`src/rtl/pinbank_pkg.sv`:
```
package pinbank_pkg;

    typedef enum logic [2:0] {
        PM_INPUT  = 3'd0,
        PM_PUSH   = 3'd1,
        PM_DRAIN  = 3'd2,
        PM_SOURCE = 3'd3,
        PM_ALT    = 3'd4,
        PM_LEVEL  = 3'd5,
        PM_EDGE   = 3'd6,
        PM_BOTH   = 3'd7
    } pin_mode_e;

    localparam int unsigned CFG_W        = 4;
    localparam int unsigned REG_DATA     = 0;
    localparam int unsigned REG_INPUT    = 1;
    localparam int unsigned REG_STATUS   = 2;
    localparam int unsigned REG_CFG_BASE = 4;

    function automatic logic mode_is_irq(input logic [2:0] m);
        return (m == PM_LEVEL) || (m == PM_EDGE) || (m == PM_BOTH);
    endfunction

endpackage

```
`src/rtl/pinbank_sync.sv`:
```
module pinbank_sync #(
    parameter int unsigned W = 8
) (
    input  logic         clk,
    input  logic         rst_n,
    input  logic [W-1:0] raw_in,
    output logic [W-1:0] cur_o,
    output logic [W-1:0] prev_o
);
    typedef struct packed {
        logic [W-1:0] meta;
        logic [W-1:0] stable;
        logic [W-1:0] last;
    } sync_t;

    sync_t sy_d, sy_q;

    always_comb begin
        sy_d        = sy_q;
        sy_d.meta   = raw_in;
        sy_d.stable = sy_q.meta;
        sy_d.last   = sy_q.stable;
    end

    always_ff @(posedge clk or negedge rst_n) begin
        if (!rst_n) sy_q <= '0;
        else        sy_q <= sy_d;
    end

    assign cur_o  = sy_q.stable;
    assign prev_o = sy_q.last;
endmodule

```
`src/rtl/pinbank_pin.sv`:
```
module pinbank_pin
    import pinbank_pkg::*;
(
    input  logic [2:0] mode,
    input  logic       pol,
    input  logic       dout,
    input  logic       alt_out,
    input  logic       alt_oe,
    input  logic       cur,
    input  logic       prev,
    output logic       pad_out,
    output logic       pad_oe,
    output logic       irq_en,
    output logic       is_level,
    output logic       hit
);
    logic rise, fall;

    assign rise = cur & ~prev;
    assign fall = ~cur & prev;

    always_comb begin
        pad_out  = dout;
        pad_oe   = 1'b0;
        irq_en   = 1'b0;
        is_level = 1'b0;
        hit      = 1'b0;
        case (pin_mode_e'(mode))
            PM_PUSH: begin
                pad_oe = 1'b1;
            end
            PM_DRAIN: begin
                pad_out = 1'b0;
                pad_oe  = ~dout;
            end
            PM_SOURCE: begin
                pad_out = 1'b1;
                pad_oe  = dout;
            end
            PM_ALT: begin
                pad_out = alt_out;
                pad_oe  = alt_oe;
            end
            PM_LEVEL: begin
                irq_en   = 1'b1;
                is_level = 1'b1;
                hit      = (cur == pol);
            end
            PM_EDGE: begin
                irq_en = 1'b1;
                hit    = pol ? rise : fall;
            end
            PM_BOTH: begin
                irq_en = 1'b1;
                hit    = rise | fall;
            end
            default: begin
                pad_oe = 1'b0;
            end
        endcase
    end
endmodule

```
`src/rtl/pinbank_ctrl.sv`:
```
module pinbank_ctrl
    import pinbank_pkg::*;
#(
    parameter int unsigned NPINS  = 8,
    parameter int unsigned ADDR_W = 4
) (
    input  logic              clk,
    input  logic              rst_n,
    input  logic              bus_we,
    input  logic [ADDR_W-1:0] bus_addr,
    input  logic [NPINS-1:0]  bus_wdata,
    output logic [NPINS-1:0]  bus_rdata,
    input  logic [NPINS-1:0]  pad_in,
    output logic [NPINS-1:0]  pad_out,
    output logic [NPINS-1:0]  pad_oe,
    input  logic [NPINS-1:0]  alt_out,
    input  logic [NPINS-1:0]  alt_oe,
    output logic              irq
);
    localparam int unsigned PAD_W = NPINS - CFG_W;

    typedef struct packed {
        logic [NPINS-1:0]            dout;
        logic [NPINS-1:0][CFG_W-1:0] cfg;
        logic [NPINS-1:0]            status;
    } state_t;

    state_t st_d, st_q;

    logic [NPINS-1:0] in_sync, in_prev;
    logic [NPINS-1:0] irq_en, lvl, hit, cfg_wr;
    logic             data_wr, stat_wr;

    pinbank_sync #(.W(NPINS)) sync_i (
        .clk    (clk),
        .rst_n  (rst_n),
        .raw_in (pad_in),
        .cur_o  (in_sync),
        .prev_o (in_prev)
    );

    for (genvar g = 0; g < NPINS; g++) begin : g_pin
        pinbank_pin pin_i (
            .mode     (st_q.cfg[g][2:0]),
            .pol      (st_q.cfg[g][3]),
            .dout     (st_q.dout[g]),
            .alt_out  (alt_out[g]),
            .alt_oe   (alt_oe[g]),
            .cur      (in_sync[g]),
            .prev     (in_prev[g]),
            .pad_out  (pad_out[g]),
            .pad_oe   (pad_oe[g]),
            .irq_en   (irq_en[g]),
            .is_level (lvl[g]),
            .hit      (hit[g])
        );
        assign cfg_wr[g] = bus_we && (bus_addr == ADDR_W'(REG_CFG_BASE + g));
    end

    assign data_wr = bus_we && (bus_addr == ADDR_W'(REG_DATA));
    assign stat_wr = bus_we && (bus_addr == ADDR_W'(REG_STATUS));

    always_comb begin
        st_d = st_q;
        if (data_wr) st_d.dout = bus_wdata;
        for (int i = 0; i < NPINS; i++) begin
            if (cfg_wr[i]) st_d.cfg[i] = bus_wdata[CFG_W-1:0];
            if (!irq_en[i] || cfg_wr[i]) begin
                st_d.status[i] = 1'b0;
            end else if (lvl[i]) begin
                st_d.status[i] = hit[i];
            end else begin
                st_d.status[i] = hit[i] | (st_q.status[i] & ~(stat_wr & bus_wdata[i]));
            end
        end
    end

    always_ff @(posedge clk or negedge rst_n) begin
        if (!rst_n) st_q <= '0;
        else        st_q <= st_d;
    end

    assign irq = |(st_q.status & irq_en);

    always_comb begin
        bus_rdata = '0;
        if (bus_addr == ADDR_W'(REG_DATA))   bus_rdata = st_q.dout;
        if (bus_addr == ADDR_W'(REG_INPUT))  bus_rdata = in_sync;
        if (bus_addr == ADDR_W'(REG_STATUS)) bus_rdata = st_q.status;
        for (int i = 0; i < NPINS; i++) begin
            if (bus_addr == ADDR_W'(REG_CFG_BASE + i)) bus_rdata = {{PAD_W{1'b0}}, st_q.cfg[i]};
        end
    end
endmodule

```
`config.mk`:
```
export PLATFORM = sky130hd
export DESIGN_NAME = pinbank_ctrl
export DESIGN_NICKNAME = d
export VERILOG_FILES = /design/src/rtl/pinbank_pkg.sv /design/src/rtl/pinbank_sync.sv /design/src/rtl/pinbank_pin.sv /design/src/rtl/pinbank_ctrl.sv
export SDC_FILE = /design/constraint.sdc
export NUM_CORES = 1
export LEC_CHECK = 0
export ABC_AREA = 1
export BUFFER_PORTS_ARGS = -buffer_cell sky130_fd_sc_hd__buf_2
export CAP_MARGIN = 20
export CORE_MARGIN = 2
export CORE_UTILIZATION = 45
export DETAILED_ROUTE_END_ITERATION = 10
export PLACE_DENSITY = 0.65
export SKIP_LAST_GASP = 1
export SYNTH_ARGS = -nofsm -noshare
export SYNTH_HDL_FRONTEND = slang
export SYNTH_SLANG_ARGS = --single-unit
```
`constraint.sdc`:
```
create_clock -name clk -period 1.4 [get_ports clk]
set_input_delay 0.07 -clock clk [delete_from_list [all_inputs] [get_ports clk]]
set_output_delay 0.07 -clock clk [all_outputs]
set_load 0.1 [all_outputs]
```
==> After elaboration in Yosys (flattened, before gate mapping) <==
Cells that the tools add are included.
{ "word_totals": {"word_cells": 279, "input_bits": 39, "reg_bits": 72, "output_inout_bits": 25} }
{ "classes": {"n_eq_ne": 74, "n_reduce_logical": 36, "n_bitwise": 81, "n_mux": 75} }
{ "op_table": {"columns": ["cell", "count"], "rows": [
  ["3-bit == test, second input constant", 32],
  ["8-bit two-way mux", 11],
  ["3-bit by 2-bit == test with 1-bit output, second input constant", 16],
  ["1-bit case mux with 3 select lines", 16],
  ["1-bit two-way mux", 40],
  ["1-bit bitwise AND", 32],
  ["1-bit NOT", 32],
  ["1-bit case mux with 4 select lines", 8],
  ["3-bit by 1-bit == test with 1-bit output, second input constant", 8],
  ["3-bit OR reduction", 8],
  ["4-bit by 3-bit == test with 1-bit output, second input constant", 4],
  ["4-bit == test, second input constant", 4],
  ["1-bit bitwise OR", 16],
  ["1-bit logical AND", 10],
  ["8-bit bitwise AND", 1],
  ["1-bit == test", 8],
  ["1-bit zero test", 8],
  ["1-bit logical OR", 8],
  ["8-bit OR reduction", 1],
  ["4-bit by 1-bit == test with 1-bit output, second input constant", 1],
  ["4-bit by 2-bit == test with 1-bit output, second input constant", 1],
  ["4-bit zero test", 1]
]} }

==> Logic depth before layout (Yosys ltp) <==
{ "logic_depth": {"ltp_word": 12, "ltp_mapped": 10, "ltp_nobuf": 9} }

==> Hierarchy <==
Synthesis repeated with hierarchy kept, for this count alone.
{ "unflattened": {"hier_cells": 696, "area_unflattened_um2": 4707.0} }
{ "by_module_without_submodules": {"columns": ["module", "instances", "cells_per_inst", "seq_area_each_um2", "area_each_um2"], "rows": [
  ["pinbank_ctrl", 1, 312, 1201.2, 2474.9],
  ["pinbank_pin", 8, 44, 0.0, 196.4],
  ["pinbank_sync", 1, 32, 600.6, 660.6]
]} }

==> Least setup slack after synthesis <==
OpenSTA, ideal clock, no wires.
{ "synth_path": {"kind": "in2out", "start": "in bus_addr[0]", "end": "out bus_rdata[4]", "stages": 6, "arrival_time_ns": 2.163, "path_slack_ns": -0.833, "n_path_buf": 1, "cell_sequence": "buf_6 nor2_4 inv_2 nor2_2 inv_1 o221ai_1"} }
{ "synth_via": {"elab_chain_len": 12, "word_cells_on_any_way": 22} }
{ "synth_lines": {"columns": ["element", "line", "text"], "rows": [
  ["from (decl)", "pinbank_ctrl.sv:10", "input logic [ADDR_W-1:0] bus_addr,"],
  ["4-bit zero test", "pinbank_ctrl.sv:87", "if (bus_addr == ADDR_W'(REG_DATA)) bus_rdata = st_q.dout;"],
  ["8-bit two-way mux", "pinbank_ctrl.sv:87", null],
  ["8-bit two-way mux", "pinbank_ctrl.sv:88", "if (bus_addr == ADDR_W'(REG_INPUT)) bus_rdata = in_sync;"],
  ["8-bit two-way mux", "pinbank_ctrl.sv:89", "if (bus_addr == ADDR_W'(REG_STATUS)) bus_rdata = st_q.status;"],
  ["8-bit two-way mux (7 in a row)", "pinbank_ctrl.sv:91", "if (bus_addr == ADDR_W'(REG_CFG_BASE + i)) bus_rdata = {{PAD_W{1'b0}}, st_q.cfg[i]};"],
  ["8-bit two-way mux *", "pinbank_ctrl.sv:91", null],
  ["to (decl)", "pinbank_ctrl.sv:12", "output logic [NPINS-1:0] bus_rdata,"]
]} }
Every way passes the cells marked *; elsewhere a longest branch is shown, timed or not.

==> Final worst setup path <==
{ "layout_path": {"start": "reg st_q[33] in the netlist's numbering", "end": "out irq"} }
{ "layout_via": {"elab_chain_len": 5, "word_cells_on_any_way": 7} }
{ "layout_lines": {"columns": ["element", "line", "text"], "rows": [
  ["from (decl)", "pinbank_ctrl.sv:28", "state_t st_d, st_q;"],
  ["from (signal assigned)", "pinbank_ctrl.sv:80", "else st_q <= st_d;"],
  ["3-bit == test", "pinbank_pin.sv:28", "case (pin_mode_e'(mode))"],
  ["3-bit OR reduction (no line) *", null, null],
  ["1-bit two-way mux *", "pinbank_pin.sv:28", null],
  ["8-bit bitwise AND *", "pinbank_ctrl.sv:83", "assign irq = |(st_q.status & irq_en);"],
  ["8-bit OR reduction *", "pinbank_ctrl.sv:83", null],
  ["to (decl)", "pinbank_ctrl.sv:18", "output logic irq"]
]} }
Marked as above.

==> results.md <==
* Pleak at about 3 nW
* CP max-delay cell: dfrtp_1
* Status: finished with violations
* Post-Synthesis Cells at about 530
* Reg clk slew, reported paths at roughly 90 ps
* Worst Tran Pin Value at between 400 and 500 ps
* Initial core utilization at 46.36%
* Per-cell routed wire length at 15.33 um
* Ys Warns at 0
* Place WS at -57.03 ps
* Vias in the first global route at roughly 4k
* Net Sw Frac at between 40 and 50%
* TritonCTS sink count at 72
* Mean post-synth cell area at slightly above 8 um2
* Final wirelength at about 12 mm
* Synth cell count leaders: nand2_1 (126), dfrtp_1 (72), inv_1 (61)
* # setup viols final at 21
* Worst setup SP type: flip-flop
* HP Class: in2reg
* VDD IR max at between 900 and 1000 uV
* Ant diodes at 0
* Register area share after synthesis at around 42%
* Worst Path Arrival at between 1500 and 2000 ps
* Design Power at roughly 9.3 mW
* Setup slack after layout at -395.8 ps
* Max Buffers Root-to-Sink at 2
* P_sw at 4.038 mW
* Flop pwr share at around 29%
* Number of top-level pins at 64
* Crit path cell chain: inv_2, a21oi_2, a22o_1, a21oi_2, nand4_1, buf_12
* First-pass GRT wire length at 20.00 mm
* Cell taking the most area after synthesis: dfrtp_1
* Final hold violations at 0
* Final ANT Viol Nets at 0
* Crit Path Max Fanout at 2
* F_max at 0.5569 GHz
* Avg Vias per Cell at around 5.3
* Total GRT Usage at roughly a quarter
* Unrepaired setup endpoints after global routing: yes
* 1st-iter DRT viols at 283
* Int Power at between 5 and 6 mW
* Remaining DRCs at 0
* Slew Limit Fails at 0
* Synth top area share at between 40% and 50%
* Initial antenna violation count at 0
* Largest net degree at the start of global routing at 33
* Maxcap violations at 0
* Ys async rst share at 100.0%
* Number of flops mapped to enable cells by yosys at 0
* Pwr per Cell Area at approximately 1500 nW/um2
* Die H at roughly 100 um
* Worst Clk Skew at 13.10 ps
* Fill count at 724
* Detailed Routing Iterations Pass 1 at 5
* Placer Congestion at between 0.8 and 0.9
* FP Rows at 35
* Setup CP Type: reg2out
* Root buf cell: clkbuf_8
* CP Capture Type: primary output
* Violated checks: negative setup slack
* Clock Latency Late Sink at 370 ps
* Die area at 10320 um2
* Syn_nets at ~590
* Synth top area cells: dfrtp_1 (42%), nand2_1 (11%), inv_1 (5.3%)
* Layout cells sized above 1 at 39.94%
* Syn Std Cell Area at between 4000 and 5000 um2
* Clock power frac at 18.5%
* H-tree Lvls at 3
* Die Wd at 101.6 um
* Comb pwr share at a little over half
* WP buf/inv at 2
* Via count at between 4k and 5k
* GRT overflow at 0
* TritonCTS clock tree: done
* Top cell family by delay on the critical path: compound AO/OA/AOI/OAI gates
* Main synth FF type: dfrtp_1
* Most common cell in the netlist: nand2_1
* Port buffer count at 63
* Rel. slew slack at 67.74%
* Final min period at ~1800 ps
* Synthesis-to-finish area growth at 48.86%
* Worst path max stage delay at ~400 ps
* #FFs+latches synth at 72
* CP most frequent cell: a21oi_2
* Worst EP required at approximately 1300 ps
* Final Cycle Share at 128.3%
* HPWL after detailed placement at ~8.4 mm
* Core Box Area at 9240 um2
* Nets@finish at roughly 730
* TritonCTS Buffers at 9
* Distinct cell type count of the synthesized netlist at 36
-- timing repair --
item / in CTS / in global routing
gates resized for setup: 75 / 38
buffers inserted: 14 / 13
endpoints found under the setup margin: 25 / 26
hold buffers: 12 / 0
pin swaps: 29 / 31
endpoints found under the hold margin: 83 / 0
-- worst min-delay path: stages --
cell	delay, ps
buf_2	70
inv_1	60
o21ai_1	130
-- final cells by class --
| class | count | area (um2) | share of cell area (%) |
|---|---|---|---|
| Multi-Input combinational cell | 365 | 2381 | 37.34 |
| Sequential cell | 72 | 1808 | 28.35 |
| Timing Repair Buffer | 160 | 1549 | 24.29 |
| Clock inverter | 6 | 68.82 | 1.079 |
| Inverter | 68 | 271.5 | 4.257 |
| Tap cell | 129 | 161.4 | 2.531 |
| Clock buffer | 10 | 137.6 | 2.158 |
-- flip-flops by register name, indices dropped and copies added, names as in the netlist --
name and flops:
sync_i.prev_o 8, sync_i.cur_o 8, st_q 48, sync_i.sy_d 8
-- routing by layer --
metal	GRT usage, %	vias up	part of all wire, %
met5	0	-	0
met4	10.29	0	3.0
met3	4.279	34	5.4
met2	40.54	149	49
met1	33.45	2054	43
li1	-	2071	-
-- cell families after synthesis --
| logic type | share of synthesized area [%] |
|---|---|
| simple gates | 24.44 |
| buf+inv | 10.13 |
| fa+ha+maj | 4.673 |
| compound gates | 18.49 |
| flops | 42.06 |
| xor+xnor | 0.2045 |
-- metrics by stage --
| step | utilization [%] | hold WS (ps) | setup TNS [ps] | cell area, um2 | cells |
|---|---|---|---|---|---|
| 6_report | 69.02 | 6.587 | -5138 | 6377 | 810 |
| 5_1_grt | 69.02 | 60.19 | -6741 | 6377 | 810 |
| 4_1_cts | 66.95 | 1.715 | -5027 | 6186 | 799 |
| 3_5_place_dp | 59.84 | 4.729 | -191.5 | 5529 | 757 |
| 3_3_place_gp | 59.84 | 1.849 | -92.88 | 5529 | 757 |
| 2_1_floorplan | - | -225.6 | -770.2 | 4383 | 531 |
-- cell usage in the layout (no fill, tap or decap), drive strengths merged --
cell type and n:
buf 148, nand2 135, dfrtp 72, inv 67
o21ai 63, nor2 42, nand3 27, o211ai 17
ha 16, a21oi 15, dlygate4sd3 12, clkbuf 10
nand4 9, nor3 9, o221ai 8, a31oi 6
a32o 5, o311ai 4, clkinv 4, o2111ai 3
clkinvlp 2, a22o 2, a21o 1, nor3b 1
xnor2 1, o32ai 1, bufinv 1
-- final timing paths --
path / startpoint / to / slack, ps / cells after the start
min: bus_wdata[5] / st_q[45] / 7 / 3
min reg2reg: sync_i.sy_d[9] / sync_i.cur_o[1] / 340 / 0
min in group asynchronous: rst_n / st_q[23] / 160 / 2
max in group asynchronous: rst_n / st_q[9] / 670 / 3
max reg2reg: st_q[29] / st_q[5] / 10 / 5
max: st_q[33] / irq / -400 / 6
-- power groups by stage --
stage | Clock (mW) | Combinational (mW) | Sequential, mW
floorplan | 0 | 2.73 | 2.64
global route | 1.83 | 5.14 | 2.73
detailed placement | 0 | 4.19 | 2.69
CTS | 1.75 | 4.63 | 2.66
finish | 1.71 | 4.85 | 2.69
global placement | 0 | 4.13 | 2.67
(Power assumes the default switching activity.)
